<file path="config.mk">
export PLATFORM = sky130hd
export DESIGN_NAME = gsq_seq
export DESIGN_NICKNAME = d
export VERILOG_FILES = /design/src/rtl/gsq_pkg.sv /design/src/rtl/gsq_clkdiv.sv /design/src/rtl/gsq_cycle.sv /design/src/rtl/gsq_xfer_win.sv /design/src/rtl/gsq_seq.sv
export SDC_FILE = /design/constraint.sdc
export NUM_CORES = 1
export LEC_CHECK = 0
export BUFFER_PORTS_ARGS = -buffer_cell sky130_fd_sc_hd__clkbuf_2
export CORE_MARGIN = 2
export CORE_UTILIZATION = 40
export CTS_CLUSTER_SIZE = 16
export DETAILED_ROUTE_END_ITERATION = 10
export PLACE_DENSITY = 0.56
export SLEW_MARGIN = 0
export SYNTH_ARGS = -nofsm -noshare
export SYNTH_HDL_FRONTEND = slang
export SYNTH_HIERARCHICAL = 1
export SYNTH_SLANG_ARGS = --single-unit
</file>
<file path="constraint.sdc">
create_clock -name clk -period 2.6 [get_ports clk]
set_input_delay 0.78 -clock clk [delete_from_list [all_inputs] [get_ports clk]]
set_output_delay 0.78 -clock clk [all_outputs]
set_load 0.01 [all_outputs]
</file>
<file path="src/rtl/gsq_pkg.sv">
package gsq_pkg;
   typedef enum logic [1:0] {
      ST_BLANK = 2'd0,
      ST_RUN   = 2'd1,
      ST_STOP  = 2'd2
   } seq_st_t;
endpackage

</file>
<file path="src/rtl/gsq_clkdiv.sv">
module gsq_clkdiv #(
   parameter int DIV_HALF = 2
) (
   input  logic clk,
   input  logic rst_n,
   input  logic run_i,
   output logic ph_o,
   output logic rise_o,
   output logic fall_o
);
   logic tick;

   generate
      if (DIV_HALF < 1) begin : g_bad_div
         $error("gsq_clkdiv: DIV_HALF must be at least 1");
      end
      if (DIV_HALF == 1) begin : g_direct
         assign tick = run_i;
      end else begin : g_count
         localparam int CW = $clog2(DIV_HALF);
         localparam logic [CW-1:0] LAST = CW'(DIV_HALF - 1);
         logic [CW-1:0] cnt;
         always_ff @(posedge clk or negedge rst_n) begin
            if (!rst_n)              cnt <= '0;
            else if (!run_i)         cnt <= '0;
            else if (cnt == LAST)    cnt <= '0;
            else                     cnt <= cnt + 1'b1;
         end
         assign tick = run_i && (cnt == LAST);
      end
   endgenerate

   always_ff @(posedge clk or negedge rst_n) begin
      if (!rst_n)       ph_o <= 1'b0;
      else if (!run_i)  ph_o <= 1'b0;
      else if (tick)    ph_o <= ~ph_o;
   end

   assign rise_o = tick & ~ph_o;
   assign fall_o = tick & ph_o;

   // a rising strobe leaves the phase high on the next clock
   p_rise_sets_phase_r1: assert property (@(posedge clk) disable iff (!rst_n)
      rise_o |=> ph_o);
   // the phase is always low when the divider is held
   p_idle_low_r1: assert property (@(posedge clk) disable iff (!rst_n)
      !run_i |=> !ph_o);
endmodule

</file>
<file path="src/rtl/gsq_cycle.sv">
module gsq_cycle
   import gsq_pkg::*;
#(
   parameter int CYCLE_LEN = 4096,
   parameter int BLANK_LEN = 4,
   parameter int WIN_LEN   = 2730
) (
   input  logic    clk,
   input  logic    rst_n,
   input  logic    rise_i,
   input  logic    fall_i,
   output seq_st_t st_o,
   output logic    open_o,
   output logic    close_o,
   output logic    slot_o
);
   localparam int GW = $clog2(CYCLE_LEN + 1);
   localparam int BW = $clog2(BLANK_LEN);
   localparam logic [GW-1:0] GS_LAST  = GW'(CYCLE_LEN);
   localparam logic [GW-1:0] WIN_EDGE = GW'(WIN_LEN - 1);
   localparam logic [BW-1:0] BL_LAST  = BW'(BLANK_LEN - 1);
   localparam logic [BW-1:0] XL_AT    = BW'((BLANK_LEN - 1) / 2);

   generate
      if (BLANK_LEN < 2) begin : g_bad_blank
         $error("gsq_cycle: BLANK_LEN must be at least 2");
      end
      if (WIN_LEN < 1 || WIN_LEN >= CYCLE_LEN) begin : g_bad_win
         $error("gsq_cycle: WIN_LEN must lie in 1..CYCLE_LEN-1");
      end
   endgenerate

   logic [GW-1:0] gs_cnt;
   logic [BW-1:0] bcnt;

   always_ff @(posedge clk or negedge rst_n) begin
      if (!rst_n) begin
         st_o   <= ST_BLANK;
         gs_cnt <= '0;
         bcnt   <= '0;
      end else begin
         case (st_o)
            ST_RUN: begin
               if (fall_i && gs_cnt == GS_LAST) begin
                  st_o   <= ST_STOP;
                  gs_cnt <= '0;
               end else if (rise_i) begin
                  gs_cnt <= gs_cnt + 1'b1;
               end
            end
            ST_STOP: begin
               st_o <= ST_BLANK;
               bcnt <= '0;
            end
            ST_BLANK: begin
               if (bcnt == BL_LAST) begin
                  st_o <= ST_RUN;
                  bcnt <= '0;
               end else begin
                  bcnt <= bcnt + 1'b1;
               end
            end
            default: st_o <= ST_BLANK;
         endcase
      end
   end

   assign open_o  = (st_o == ST_BLANK) && (bcnt == BL_LAST);
   assign close_o = rise_i && (gs_cnt == WIN_EDGE);
   assign slot_o  = (st_o == ST_BLANK) && (bcnt == XL_AT);

   // the edge count never passes the cycle length
   p_count_bound_r1: assert property (@(posedge clk) disable iff (!rst_n)
      gs_cnt <= GS_LAST);
   // grayscale edges only occur in the running phase
   p_edges_in_run_r1: assert property (@(posedge clk) disable iff (!rst_n)
      (rise_i || fall_i) |-> st_o == ST_RUN);
   // the stopped-clock gap lasts a single clock
   p_stop_one_clock_r2: assert property (@(posedge clk) disable iff (!rst_n)
      st_o == ST_STOP |=> st_o == ST_BLANK);
endmodule

</file>
<file path="src/rtl/gsq_xfer_win.sv">
module gsq_xfer_win (
   input  logic clk,
   input  logic rst_n,
   input  logic open_i,
   input  logic close_i,
   input  logic req_i,
   input  logic done_i,
   input  logic xlat_i,
   output logic cts_o,
   output logic go_o,
   output logic pend_o
);
   logic busy;
   logic finish;

   assign go_o   = cts_o & req_i;
   assign finish = done_i & busy;

   always_ff @(posedge clk or negedge rst_n) begin
      if (!rst_n) begin
         cts_o  <= 1'b0;
         busy   <= 1'b0;
         pend_o <= 1'b0;
      end else begin
         if (open_i)                cts_o <= 1'b1;
         else if (go_o || close_i)  cts_o <= 1'b0;

         if (finish)                busy <= 1'b0;
         else if (go_o)             busy <= 1'b1;

         if (finish)                pend_o <= 1'b1;
         else if (xlat_i)           pend_o <= 1'b0;
      end
   end

   // a grant shuts the window on the following clock
   p_grant_closes_r5: assert property (@(posedge clk) disable iff (!rst_n)
      (go_o && !open_i) |=> !cts_o);
   // a latch pulse consumes the pending data
   p_latch_clears_r3: assert property (@(posedge clk) disable iff (!rst_n)
      (xlat_i && !finish) |=> !pend_o);
   // pending data only appears after a done report
   p_pend_from_done_r6: assert property (@(posedge clk) disable iff (!rst_n)
      $rose(pend_o) |-> $past(done_i));
endmodule

</file>
<file path="src/rtl/gsq_seq.sv">
module gsq_seq
   import gsq_pkg::*;
#(
   parameter int DIV_HALF  = 2,
   parameter int CYCLE_LEN = 4096,
   parameter int BLANK_LEN = 4
) (
   input  logic clk,
   input  logic rst_n,
   input  logic enable_i,
   input  logic xfer_req_i,
   input  logic xfer_done_i,
   output logic gsclk_o,
   output logic blank_o,
   output logic xlat_o,
   output logic cts_o,
   output logic xfer_go_o
);
   localparam int WIN_LEN = (CYCLE_LEN * 2) / 3;

   generate
      if (CYCLE_LEN < 3) begin : g_bad_cycle
         $error("gsq_seq: CYCLE_LEN must be at least 3");
      end
   endgenerate

   seq_st_t st;
   logic ph, rise, fall;
   logic open_w, close_w, slot_w, pend_w;
   logic live;

   gsq_clkdiv #(.DIV_HALF(DIV_HALF)) u_div (
      .clk    (clk),
      .rst_n  (rst_n),
      .run_i  (st == ST_RUN),
      .ph_o   (ph),
      .rise_o (rise),
      .fall_o (fall)
   );

   gsq_cycle #(
      .CYCLE_LEN (CYCLE_LEN),
      .BLANK_LEN (BLANK_LEN),
      .WIN_LEN   (WIN_LEN)
   ) u_cycle (
      .clk     (clk),
      .rst_n   (rst_n),
      .rise_i  (rise),
      .fall_i  (fall),
      .st_o    (st),
      .open_o  (open_w),
      .close_o (close_w),
      .slot_o  (slot_w)
   );

   gsq_xfer_win u_win (
      .clk     (clk),
      .rst_n   (rst_n),
      .open_i  (open_w),
      .close_i (close_w),
      .req_i   (xfer_req_i),
      .done_i  (xfer_done_i),
      .xlat_i  (xlat_o),
      .cts_o   (cts_o),
      .go_o    (xfer_go_o),
      .pend_o  (pend_w)
   );

   // live follows enable immediately on a drop, but only at a blank end on a rise
   always_ff @(posedge clk or negedge rst_n) begin
      if (!rst_n) begin
         live    <= 1'b0;
         blank_o <= 1'b1;
      end else begin
         if (open_w)          live <= enable_i;
         else if (!enable_i)  live <= 1'b0;

         if (open_w && enable_i)             blank_o <= 1'b0;
         else if (st == ST_STOP || !live)    blank_o <= 1'b1;
      end
   end

   assign gsclk_o = ph & live;
   assign xlat_o  = slot_w & pend_w;

   // the grayscale clock is never high during blanking
   p_no_clock_in_blank_r2: assert property (@(posedge clk) disable iff (!rst_n)
      blank_o |-> !gsclk_o);
   // blanking only rises after the grayscale clock was already low
   p_low_before_blank_r2: assert property (@(posedge clk) disable iff (!rst_n)
      $rose(blank_o) |-> !$past(gsclk_o));
   // the latch strobe falls inside blanking
   p_latch_in_blank_r3: assert property (@(posedge clk) disable iff (!rst_n)
      xlat_o |-> blank_o);
   // a low enable stops the grayscale clock at the next edge
   p_dark_when_off_r7: assert property (@(posedge clk) disable iff (!rst_n)
      !enable_i |=> !gsclk_o);
   // two clocks of low enable leave the outputs blanked
   p_blank_when_off_r7: assert property (@(posedge clk) disable iff (!rst_n)
      (!enable_i && $past(!enable_i)) |=> blank_o);
endmodule

</file>
==> results.env <==
FINAL.HOLD.WORST_SLACK_NS=0.440
SYN_INST=124
FINAL-MAX-SLEW-VIOLATION-COUNT=0
IR_WORST_VDD_uV=315
TRITONCTS_CLOCK_TREE='done'
DIE_HEIGHT_UM=61.0
NETLIST.TOP_CELL.BY_AREA='dfrtp_1'
PATH_CELLS='nor2b_1 -> and3_2 -> and4b_1 -> and4_1 -> o21ai_4 -> a221o_1'
FINALSETUPVIOLATIONS=0
DESIGN.PORTCOUNT=10
CTS_RESIZED=0
DETAIL_ROUTE.DRC_VIOLATIONS=0
NETLIST_TOP_CELLS_AREA='dfrtp_1 44%, ha_1 4.8%, and2_1 2.9%'
PLACE_CONGESTION=0.846
POWER_DENSITY_nW_PER_UM2=412
CRITICAL_PATH.REG2REG.ENDPOINT='u_cycle/gs_cnt[3]'
CLOCK_BUFFER_COUNT_FROM_CTS=3
FINAL_HOLD_VIOL_COUNT=0
CRITICAL_PATH.REG2REG.STARTPOINT='u_cycle/st_o[0]'
SYNTH-EDFF-COUNT=0
POST-SYNTH-TOP-COUNT-CELL='dfrtp_1'
LARGEST_REG_FLOPS=13
CP.ARRIVAL_NS=2.47
POSTSYNTHREGISTERBITS=24
DR_TOTAL_VIAS=956
ANTENNA_FOUND_INITIAL=0
SETUP-TNS-FINAL_NS=0
FF2FF_PATH_DEPTH=6
LARGEST_STAGE_DELAY_ON_THE_CRITICAL_PATH_NS=0.50
CHIPWIDTH_UM=61.0
FMAXACHIEVABLE_MHz=442
VIA_COUNT_OF_THE_FIRST_GLOBAL_ROUTING_PASS=905
FIRST_PASS_ITERS=4
WORSTSETUPPATHTYPE='reg2reg'
CRITICAL_PATH.SLOWEST_CELL='dfrtp_1'
GRT_START_MAX_NET_PINS=25
DETAIL-ROUTE-ANTENNA-NETS=0
CLK-INSERTION-DELAY-LATE_NS=0.31
STARTING_UTILIZATION_OF_THE_CORE_AREA_PCT=42.2
SYNTH_NETS=134
GR_OVERFLOW_TOTAL=0
CRIT_PATH_END_KIND='flop'
GRT_SETUP_UNREPAIRED='false'
OUTCOME='completed'
POSTCTSSETUPBUFFERS=0
CAP_VIOL_MAX_COUNT=0
WORST-PATH-MAX-FANOUT=9
HTREE_LEVELS=1
CRITICAL_PATH.TOP_DELAY_FAMILY='simple AND/OR/NAND/NOR gates'
SYNTH.CELL_AREA_UM2=1300
SKEW_NS=0.00241
TOP_REGISTER='u_cycle/gs_cnt'
SYNTH_ASYNC_SR_FLOP_SHARE_PCT=100
SLEW_HEADROOM_PCT=60.6
FINAL.MIN_CLOCK_PERIOD_NS=2.26
POWER.LEAKAGE_nW=0.703
HP-CLASS='in2async'
ANTENNA_CELLS_INSERTED=0
POST_DRT_WL_PER_CELL_UM=13.4
VIAS_PER_CELL=5.31
REGISTERS_WITH_THE_MOST_FLIP_FLOPS='u_cycle/gs_cnt (13), u_cycle/bcnt (2), u_cycle/st_o (2)'
FP-ROW-COUNT=20
FINAL.PERIOD_UTILIZATION_PCT=87.1
CRITPATHBUFINV=0
YS_WARN_COUNT=6
DOMINANTREGCELLSYNTH='dfrtp_1'
SYNTH.AVG_CELL_AREA_UM2=10.5
FIRST_PASS_GRT_WIRE_LENGTH_MM=4.24
FINAL_LAYOUT_SIZE_SUFFIX_GT1_SHARE_PCT=21.3
ROUTED_WL_MM=2.41
FINAL_NET_COUNT=147
HOLD_BUFFERS=0
CP.REQUIRED_NS=2.81
CLOCK_PATH_BUFFERS=2
CTS.ROOT.BUFFER_CELL='clkbuf_4'
DRT_FIRST_ITER_VIOLATIONS=44
FP.COREAREA_UM2=3080
SYNTH_TOP_AREA_SHARE_PCT=44.4
PLACEMENT.IO_BUFFERS=9
START_KIND='flop'
TIMING_WORST_SLEW_PIN_VALUE_NS=0.586
CLK_PIN_SLEW_WORST_PATHS_NS=0.13
AREA_OVERHEAD_OF_THE_LAYOUT_RELATIVE_TO_SYNTHESIS_PCT=9.35
POST_SYNTH_NUM_CELL_TYPES=44
SYNTH_COMMONEST_CELLS='23 x dfrtp_1, 9 x nand2_1, 7 x inv_1, 7 x nor3_1'
REG2REG_SETUP_SLACK_NS=0.34
GRT.TOTAL_USAGE_PCT=15.4
FLOORPLAN.DIE_AREA_UM2=3720
CTS.SINKS=24
PLACE_HPWL_MM=1.75
PART_OF_THE_YOSYS_AREA_USED_FOR_SEQUENTIAL_ELEMENTS_PCT=46.4
[worst max-delay path by stage]
stage | depth (start not counted) | slack, ns | end | startpoint
after floorplan | 7 | 0.54 | u_cycle/gs_cnt[11] | u_cycle/st_o[0]
after global placement | 6 | 0.40 | u_cycle/gs_cnt[3] | u_cycle/st_o[0]
after detailed placement | 6 | 0.37 | u_cycle/gs_cnt[3] | u_cycle/st_o[0]
after CTS | 6 | 0.33 | u_cycle/gs_cnt[3] | u_cycle/st_o[0]
after global routing | 6 | 0.1 | u_cycle/gs_cnt[3] | u_cycle/st_o[0]
final | 6 | 0.34 | u_cycle/gs_cnt[3] | u_cycle/st_o[0]
[logic make-up (layout without fill, tap and decap cells)]
kind of cell	count (synthesis)	in the layout	synth area share, %
buf+inv	9	21	3.76
flops	24	24	46.4
xor+xnor	5	5	3.38
mux	2	2	1.64
compound gates	18	18	12.2
fa+ha+maj	5	5	4.82
simple gates	61	61	27.9
[cell usage in the layout, fill, tap and decap left out, types with 3 or more instances in the layout]
| cell type | n |
|---|---|
| nand2_1 | 9 |
| a221o_1 | 3 |
| ha_1 | 5 |
| clkbuf_4 | 3 |
| inv_1 | 7 |
| nand3_1 | 5 |
| clkbuf_2 | 9 |
| xor2_1 | 3 |
| dfrtp_1 | 23 |
| and2_1 | 6 |
| nand4_1 | 4 |
| o21ai_0 | 3 |
| nor4_1 | 6 |
| nor3_1 | 7 |
| nor2_1 | 5 |
[where the power goes]
| part | total (mW) | switching [mW] | leakage, nW | internal (mW) |
|---|---|---|---|---|
| clock | 0.196 | 0.111 | 0.0210 | 0.0855 |
| combinational | 0.0118 | 0.00887 | 0.376 | 0.00298 |
| sequential | 0.376 | 0.000840 | 0.306 | 0.376 |
[cell type report]
cell class,instances,area [um2]
well taps,44,55.1
clock buffers,4,36.3
repair buffers,10,52.6
flip-flops and latches,24,602
inverters,7,26.3
multi-input cells,91,647
fillers,301,1660
[through the flow]
stage | cell area, um2 | total power, mW | utilization [%] | std cells | worst slack [ns]
2_1_floorplan | 1300 | 0.385 | - | 124 | 0.542
3_3_place_gp | 1380 | 0.396 | 44.9 | 176 | 0.404
3_5_place_dp | 1380 | 0.396 | 44.9 | 176 | 0.365
4_1_cts | 1420 | 0.598 | 46.1 | 180 | 0.335
5_1_grt | 1420 | 0.615 | 46.1 | 180 | 0.0980
6_report | 1420 | 0.584 | 46.1 | 180 | 0.336
[routing by layer]
layer	share of wire [%]	global-route usage [%]
met1	48	21.4
met2	47	24.1
met3	4.1	4.05
met4	0.50	3.42
met5	0	0
Note: power is estimated with default switching activity, not from simulation.
